==> config.mk <==
export PLATFORM = sky130hd
export DESIGN_NAME = pdm_role_sense
export DESIGN_NICKNAME = d
export VERILOG_FILES = /design/src/rtl/pdm_sense_pkg.sv /design/src/rtl/pdm_pin_sync.sv /design/src/rtl/pdm_edge_qual.sv /design/src/rtl/pdm_role_ctl.sv /design/src/rtl/pdm_role_sense.sv
export SDC_FILE = /design/constraint.sdc
export NUM_CORES = 1
export LEC_CHECK = 0
export CORE_MARGIN = 2
export CORE_UTILIZATION = 55
export DETAILED_ROUTE_END_ITERATION = 8
export DONT_BUFFER_PORTS = 1
export PLACE_DENSITY = 0.7
export SLEW_MARGIN = 10
export SYNTH_ARGS = -nofsm -noshare
export SYNTH_HDL_FRONTEND = slang
export SYNTH_SLANG_ARGS = --single-unit
==> constraint.sdc <==
create_clock -name clk -period 2.5 [get_ports clk]
set_clock_uncertainty 0.15 [all_clocks]
set_input_delay 0 -clock clk [delete_from_list [all_inputs] [get_ports clk]]
set_output_delay 0 -clock clk [all_outputs]
set_load 0.05 [all_outputs]
==> src/rtl/pdm_sense_pkg.sv <==
package pdm_sense_pkg;
   typedef enum logic [1:0] {
      ROLE_NONE  = 2'd0,
      ROLE_A_CLK = 2'd1,
      ROLE_B_CLK = 2'd2
   } role_e;
endpackage

==> src/rtl/pdm_pin_sync.sv <==
module pdm_pin_sync #(
   parameter int unsigned STAGES      = 2,
   parameter bit          CAP_ON_RISE = 1'b1
) (
   input  logic clk,
   input  logic rst_n,
   input  logic pin_raw,
   output logic level,
   output logic any_edge,
   output logic cap_edge
);
   logic [STAGES-1:0] chain_q;
   logic              prev_q;

   always_ff @(posedge clk or negedge rst_n) begin
      if (!rst_n) begin
         chain_q <= '0;
         prev_q  <= 1'b0;
      end else begin
         chain_q <= {chain_q[STAGES-2:0], pin_raw};
         prev_q  <= chain_q[STAGES-1];
      end
   end

   assign level    = chain_q[STAGES-1];
   assign any_edge = level ^ prev_q;

   generate
      if (CAP_ON_RISE) begin : g_rise
         assign cap_edge = level & ~prev_q;
      end else begin : g_fall
         assign cap_edge = ~level & prev_q;
      end
   endgenerate
endmodule

==> src/rtl/pdm_edge_qual.sv <==
module pdm_edge_qual #(
   parameter int unsigned MAX_GAP     = 16,
   parameter int unsigned LOCK_EDGES  = 16,
   parameter int unsigned LOST_CYCLES = 64
) (
   input  logic clk,
   input  logic rst_n,
   input  logic pin_edge,
   output logic qualified,
   output logic idle
);
   localparam int unsigned GW = $clog2(LOST_CYCLES + 1);
   localparam int unsigned RW = $clog2(LOCK_EDGES + 1);
   localparam logic [GW-1:0] GAP_LIM  = GW'(MAX_GAP);
   localparam logic [GW-1:0] LOST_LIM = GW'(LOST_CYCLES);
   localparam logic [RW-1:0] RUN_LIM  = RW'(LOCK_EDGES);

   logic [GW-1:0] gap_q;
   logic [RW-1:0] run_q;

   always_ff @(posedge clk or negedge rst_n) begin
      if (!rst_n) begin
         gap_q <= LOST_LIM;
         run_q <= '0;
      end else if (pin_edge) begin
         gap_q <= '0;
         if (gap_q <= GAP_LIM)
            run_q <= (run_q == RUN_LIM) ? run_q : run_q + 1'b1;
         else
            run_q <= RW'(1);
      end else begin
         if (gap_q != LOST_LIM)
            gap_q <= gap_q + 1'b1;
         if (gap_q > GAP_LIM)
            run_q <= '0;
      end
   end

   assign qualified = (run_q == RUN_LIM);
   assign idle      = (gap_q == LOST_LIM);
endmodule

==> src/rtl/pdm_role_ctl.sv <==
module pdm_role_ctl
   import pdm_sense_pkg::*;
(
   input  logic       clk,
   input  logic       rst_n,
   input  logic [1:0] qual,
   input  logic [1:0] idle,
   input  logic [1:0] cap_edge,
   input  logic [1:0] level,
   output logic       pdm_bit,
   output logic       pdm_vld,
   output logic       clk_present,
   output logic       chan_right
);
   role_e role_q, role_d;
   logic  cap_now;
   logic  cap_val;

   always_comb begin
      role_d = role_q;
      unique case (role_q)
         ROLE_NONE: begin
            if (qual[0] && !qual[1])      role_d = ROLE_A_CLK;
            else if (qual[1] && !qual[0]) role_d = ROLE_B_CLK;
         end
         ROLE_A_CLK: if (idle[0]) role_d = ROLE_NONE;
         ROLE_B_CLK: if (idle[1]) role_d = ROLE_NONE;
         default:    role_d = ROLE_NONE;
      endcase
   end

   always_comb begin
      cap_now = 1'b0;
      cap_val = 1'b0;
      if (role_q == ROLE_A_CLK) begin
         cap_now = cap_edge[0];
         cap_val = level[1];
      end else if (role_q == ROLE_B_CLK) begin
         cap_now = cap_edge[1];
         cap_val = level[0];
      end
   end

   always_ff @(posedge clk or negedge rst_n) begin
      if (!rst_n) begin
         role_q  <= ROLE_NONE;
         pdm_vld <= 1'b0;
         pdm_bit <= 1'b0;
      end else begin
         role_q  <= role_d;
         pdm_vld <= cap_now;
         if (cap_now)
            pdm_bit <= cap_val;
      end
   end

   assign clk_present = (role_q != ROLE_NONE);
   assign chan_right  = (role_q == ROLE_B_CLK);
endmodule

==> src/rtl/pdm_role_sense.sv <==
module pdm_role_sense #(
   parameter int unsigned SYNC_STAGES = 2,
   parameter int unsigned MAX_GAP     = 16,
   parameter int unsigned LOCK_EDGES  = 16,
   parameter int unsigned LOST_CYCLES = 64
) (
   input  logic clk,
   input  logic rst_n,
   input  logic pin_a,
   input  logic pin_b,
   output logic pdm_bit,
   output logic pdm_vld,
   output logic clk_present,
   output logic chan_right
);
   localparam int unsigned NPINS = 2;

   if (SYNC_STAGES < 2) begin : g_bad_sync
      $error("SYNC_STAGES must be at least 2");
   end
   if (LOCK_EDGES < 2) begin : g_bad_lock
      $error("LOCK_EDGES must be at least 2");
   end
   if (LOST_CYCLES <= MAX_GAP + 1) begin : g_bad_lost
      $error("LOST_CYCLES must exceed MAX_GAP + 1");
   end

   logic [NPINS-1:0] raw_pins;
   logic [NPINS-1:0] lvl;
   logic [NPINS-1:0] any_e;
   logic [NPINS-1:0] cap_e;
   logic [NPINS-1:0] qual;
   logic [NPINS-1:0] idle;

   assign raw_pins = {pin_b, pin_a};

   for (genvar i = 0; i < NPINS; i++) begin : g_pin
      pdm_pin_sync #(
         .STAGES      (SYNC_STAGES),
         .CAP_ON_RISE (i == 0)
      ) u_sync (
         .clk      (clk),
         .rst_n    (rst_n),
         .pin_raw  (raw_pins[i]),
         .level    (lvl[i]),
         .any_edge (any_e[i]),
         .cap_edge (cap_e[i])
      );

      pdm_edge_qual #(
         .MAX_GAP     (MAX_GAP),
         .LOCK_EDGES  (LOCK_EDGES),
         .LOST_CYCLES (LOST_CYCLES)
      ) u_qual (
         .clk       (clk),
         .rst_n     (rst_n),
         .pin_edge  (any_e[i]),
         .qualified (qual[i]),
         .idle      (idle[i])
      );
   end

   pdm_role_ctl u_ctl (
      .clk         (clk),
      .rst_n       (rst_n),
      .qual        (qual),
      .idle        (idle),
      .cap_edge    (cap_e),
      .level       (lvl),
      .pdm_bit     (pdm_bit),
      .pdm_vld     (pdm_vld),
      .clk_present (clk_present),
      .chan_right  (chan_right)
   );
endmodule

== Yosys cells after proc, flatten, opt, wreduce, memory -nomap -nowiden ==
Cells that the tools add are included.
W data, S select, Z words.
Storage, ports and cells
  bits in registers: 34
  output and inout bits: 4
Operators by class
  $add $sub $neg: 4
  magnitude comparators: 4
  equal/unequal tests: 13
  multiplexer cells: 21
  bitwise operators: 6
  reductions and logical operators: 13
Operators by type and width (number)
  $mux W5: 8
  $mux W7: 4
  $add A7 B1 Y7 const B: 2
  $eq A7 B7 Y1 const B: 2
  $gt A7 B5 Y1 const B: 2
  $le A7 B5 Y1 const B: 2
  $ne A7 B7 Y1 const B: 2
  $add A5 B1 Y5 const B: 2
  $eq A5 B5 Y1 const B: 2
  $reduce_bool A2 Y1: 5
  $mux W2: 4
  $ne A3 B3 Y1 const B: 2
  $pmux W2 S3: 1
  $mux W1: 4
  $reduce_and A2 Y1: 2
  $ne A3 B1 Y1 const B: 1
  $reduce_and A3 Y1: 1
  $and A1 B1 Y1: 2
  $eq A2 B1 Y1 const B: 1
  $eq A2 B2 Y1 const B: 1
  $logic_and A1 B1 Y1: 2
  $logic_not A1 Y1: 2
  $logic_not A2 Y1: 1
  $ne A2 B1 Y1 const B: 1
  other kinds (3): 5

== Depth between registers and ports, before layout ==
  word-level depth: 6
  gate-level depth with buffers: 6

== Modules after synthesis ==
Synthesis repeated with hierarchy kept, for this count alone.
Unflattened totals
  cells, all modules: 162
  area, all modules: 1687.9 um^2
By module, submodules not included
  pdm_edge_qual (g_pin[0].u_qual): times used 1, cells each 61, area an instance 640.6 um^2, sequential area each 301.5 um^2
  pdm_edge_qual (g_pin[1].u_qual): times used 1, cells each 64, area an instance 636.9 um^2, sequential area each 301.5 um^2
  pdm_role_ctl: times used 1, cells each 25, area an instance 220.2 um^2, sequential area each 100.1 um^2
  pdm_pin_sync: times used 2, cells each 6, area an instance 95.1 um^2, sequential area each 75.1 um^2

== Least setup slack after synthesis ==
OpenSTA, ideal clock, no wires.
  kind: flip-flop to flip-flop
  start: reg u_ctl.role_q[1]
  end: reg u_ctl.pdm_bit
  library setup time: 78 ps
  arrival time: 1626 ps
  slack: 646 ps
  stages on the path, launching flop included: 5
  buffers on the path: 0
  clock period less this slack: 1854 ps
  path through: dfrtp_1 -> nor2b_1 -> a22o_2 -> nor2_1 -> a21oi_1
Between the ends
  cells in the longest elaborated chain, start to end: 3
  elaborated cells on any way between the ends: 6
  those cells by class: 2 x eq/ne; 4 x mux
Ends and longest elaborated chain
  start: declaration: line pdm_role_ctl.sv:15  | role_e role_q, role_d;
  start signal: assignment: line pdm_role_ctl.sv:50  | role_q <= role_d;
  $eq A2 B2 Y1
  net chan_right: line pdm_role_sense.sv:14  | output logic chan_right
  $mux W1: line pdm_role_ctl.sv:38  | end else if (role_q == ROLE_B_CLK) begin
  $mux W1: line pdm_role_ctl.sv:35  | if (role_q == ROLE_A_CLK) begin
  net u_ctl.cap_now: line pdm_role_ctl.sv:16  | logic cap_now;
  end signal: assignment: line pdm_role_ctl.sv:53  | pdm_bit <= cap_val;
  end: declaration: line pdm_role_ctl.sv:10  | output logic pdm_bit,
The timed path passes the listed nets, and every way through them passes these cells.
A chain may end at the register's enable or synchronous reset.

== Worst setup path after layout ==
  start: reg g_pin[0].u_sync.chain_q[1]
  end: reg g_pin[0].u_qual.run_q[4]
Between the ends
  cells in the longest elaborated chain, start to end: 3
  elaborated cells on any way between the ends: 5
  those cells by class: 1 x eq/ne; 1 x mux; 1 x bitwise; 2 x reduce/logical
Ends and longest elaborated chain
  start: declaration: line pdm_pin_sync.sv:12  | logic [STAGES-1:0] chain_q;
  start signal: assignment: line pdm_pin_sync.sv:20  | chain_q <= {chain_q[STAGES-2:0], pin_raw};
  $xor A1 B1 Y1 *: line pdm_pin_sync.sv:26  | assign any_edge = level ^ prev_q;
  $ne A3 B3 Y1 (no line) / $reduce_bool A2 Y1 (equally long branches)
  $reduce_and A2 Y1 (no line)
  end signal: assignment: line pdm_edge_qual.sv:28  | run_q <= (run_q == RUN_LIM) ? run_q : run_q + 1'b1;
  end: declaration: line pdm_edge_qual.sv:19  | logic [RW-1:0] run_q;
Mark *: on every way between the ends. The rest lies on a longest branch, timed or not.

==> flow_summary.ini <==
[run_status]
outcome = completed

[final_layout]
drive_gt1_share_pct = 14.0
layout.nets = 186
fin_area_sq_um = 1840
antenna_cells = 0
syn_to_final_growth_pct = 9.95

[detailed_routing]
num_vias = 1159
highest_layer = met4
postRouteAntennaNets = 0
wl_met3_um = 132
avgRoutedWirePerCell_um = 14.8
drt_iter0_drc = 77
dr.pass1.iters = 4
routed_wl_mm = 3.02
wl_met1_mm = 1.29
met2WireLength_mm = 1.54
drcViolationCount = 0
avgViaCountPerCell = 5.65

[timing]
finalCritPeriodShare_pct = 73.9
clock.fmax_ghz = 0.541
period_minus_slack_ns = 1.85
slew_violations = 0
fin_ws_ns = 0.652
hold_violations = 0
setup_viol = 0
totalNegativeSetupSlack_ns = 0
relSlewSlack_pct = 68.5
rsz0062_at_grt = no
worst_pin_slew_ns = 0.472

[clocking]
ctsLongestPathBuffers = 2
clockRootBuffer = clkbuf_4
numCtsBuffers = 5
worst_skew_pair.late_latency_ns = 0.34
cts_sinks = 34
cts_tree = yes
clk_transition_reported_paths_ns = 0.11
htreeDepth = 2

[logic_synthesis]
ys_ff_latch = 34
synth_area_per_cell_sq_um = 10.5
synth_top_area_share_pct = 47.9
async_flop_share_pct = 100
synth_seq_area_share_pct = 51.0
synthFlopType = dfrtp_1
synth_area_sq_um = 1670
yosys.area.top_type = dfrtp_1
synth_area_leaders = dfrtp_1 48%, ha_1 7.5%, nor2_1 6.3%, xor2_1 4.7%, a21oi_1 3.3%
syn_inst = 159
synth_cell_types = 33
synth_edf_count = 0
synthesis.nets = 173
ys_warn_count = 0

[setup_path]
path_max_fanout = 10
arrival_ns = 1.93
r2r_end = g_pin[0].u_qual.run_q[4]
cp-start-kind = register
crit_type = register to register
r2r_start = g_pin[0].u_sync.chain_q[1]
cp_slowest_cell = dfrtp_1
reg2reg_depth = 5
critPathMaxStageDelay_ns = 0.41
crit_chain = ha_1 > clkinv_1 > nand4_1 > xor2_1 > nor2_1
worstSetupStartpoint = g_pin[0].u_sync.chain_q[1]
endpoint_kind = register
cp.required_ns = 2.58
worstSetupEndpoint = g_pin[0].u_qual.run_q[4]
regToRegSetupSlack_ns = 0.65

[die]
ioPinCount = 8
die_y_um = 59.1
coreArea_sq_um = 2980
chipWidth_um = 59.1
die_area_sq_um = 3500
start_util_pct = 56.1
rows = 20

[power_and_ir_drop]
total_power_mw = 1.60
p_leak_nw = 0.849
powerDensity_nw_per_um2 = 873
ir_worst_vdd_uv = 434

[global_route]
grt_pass1_wl_mm = 5.26
grt_pass1_vias = 1218
antenna_found_initial = 0
grt_overflow = 0
grt_max_degree = 33
grt_usage_pct = 20.5

[worst_hold_path]
worstHoldPathType = primary input to asynchronous set/reset pin

[run]
drv_cap = 0

[placed_design]
port_buffers = 0
globalplace.congestion = 0.783
dp_hpwl_mm = 2.06
preCtsSetupSlack_ns = 0.687
dpl_cell_area_sq_um = 1720
timing repair:
item | 4_1_cts | 5_1_grt
gates resized for setup | 0 | 0
endpoints found under the hold margin | 36 | 0
hold buffers | 5 | 0
setup buffers | 0 | 0
routing by layer:
| layer | vias up | track usage, % |
|---|---|---|
| li1 | 563 | - |
| met1 | 561 | 24.6 |
| met2 | 27 | 33.8 |
| met3 | 8 | 7.42 |
| met4 | 0 | 7.47 |
| met5 | - | 0 |
synth_stat cells, drive strengths merged (3+ instances only):
cell type / count
dfrtp: 32
nor2: 28
inv: 12
a21oi: 11
ha: 10
xor2: 9
nand3: 8
xnor2: 5
nand4: 4
nor2b: 4
nor3b: 4
o21ai: 4
and3: 3
report_power, final:
group / internal (mW) / total [mW] / switching (mW)
Clock: 0.101 / 0.284 / 0.183
Combinational: 0.200 / 0.480 / 0.280
Sequential: 0.674 / 0.840 / 0.166
logic make-up (layout without fill, tap and decap cells):
kind of cell / after synthesis / count (layout) / synth area share [%]
AO/OA/AOI/OAI: 21 / 21 / 7.78
buffers and inverters: 14 / 27 / 3.14
AND/OR/NAND/NOR: 64 / 64 / 22.0
flip-flops: 34 / 34 / 51.0
multiplexers: 2 / 2 / 1.20
XOR/XNOR: 14 / 14 / 7.34
adder cells (fa/ha/maj): 10 / 10 / 7.49
critical path, delay by kind of cell, from the launching register on:
kind                       cells  cell delay [ns]
DFF                            1             0.41
buffers and inverters          1             0.29
xor gates and xnor gates       1             0.20
and+or+nand+nor                2             0.30
adders and majority gates      1             0.39
state kept, by name, summed over array words and instances, names as in the netlist:
name / cells
g_pin.u_qual.gap_q: 14
g_pin.u_qual.run_q: 10
g_pin.u_sync.chain_q: 4
g_pin.u_sync.prev_q: 2
u_ctl.role_q: 2
u_ctl.pdm_bit: 1
u_ctl.pdm_vld: 1
per-stage QoR:
stage                     cells  util (%)  hold slack (ns)
final                       205      61.7           0.0433
after global routing        205      61.7           0.0338
after floorplan             159         -           -0.446
after CTS                   205      61.7           0.0433
after global placement      193      57.8           -0.445
after detailed placement    193      57.8           -0.445
cells in the final DEF (no fill, tap or decap), drive strengths merged, types with 3 or more instances in the layout:
master / netlist / final
dfrtp: 32 / 32
a21oi: 11 / 11
nand3: 8 / 8
nor3b: 4 / 4
clkbuf: 0 / 5
and3: 3 / 3
nand4: 4 / 4
xor2: 9 / 9
inv: 12 / 12
dlygate4sd3: 0 / 3
o21ai: 4 / 4
buf: 0 / 3
clkinv: 2 / 4
nor2: 28 / 28
xnor2: 5 / 5
nor2b: 4 / 4
ha: 10 / 10
cell type report:
| type | instances | area (sq um) |
|---|---|---|
| Tap cell | 33 | 41.3 |
| Fill cell | 248 | 1140 |
| Multi-Input combinational cell | 111 | 766 |
| Clock inverter | 2 | 10.0 |
| Clock buffer | 5 | 37.5 |
| Inverter | 14 | 52.6 |
| Timing Repair Buffer | 6 | 77.6 |
| Sequential cell | 34 | 853 |
worst min-delay path by stage:
stage	startpoint	to	depth (start not counted)
floorplan	rst_n	g_pin[0].u_qual.gap_q[0]	0
detailed placement	rst_n	g_pin[1].u_qual.gap_q[5]	0
CTS	rst_n	g_pin[1].u_qual.run_q[3]	3
global route	rst_n	g_pin[1].u_qual.gap_q[6]	2
global placement	rst_n	g_pin[1].u_qual.gap_q[3]	0
finish	rst_n	g_pin[1].u_qual.run_q[3]	3
Power figures use the tool's default switching activity.
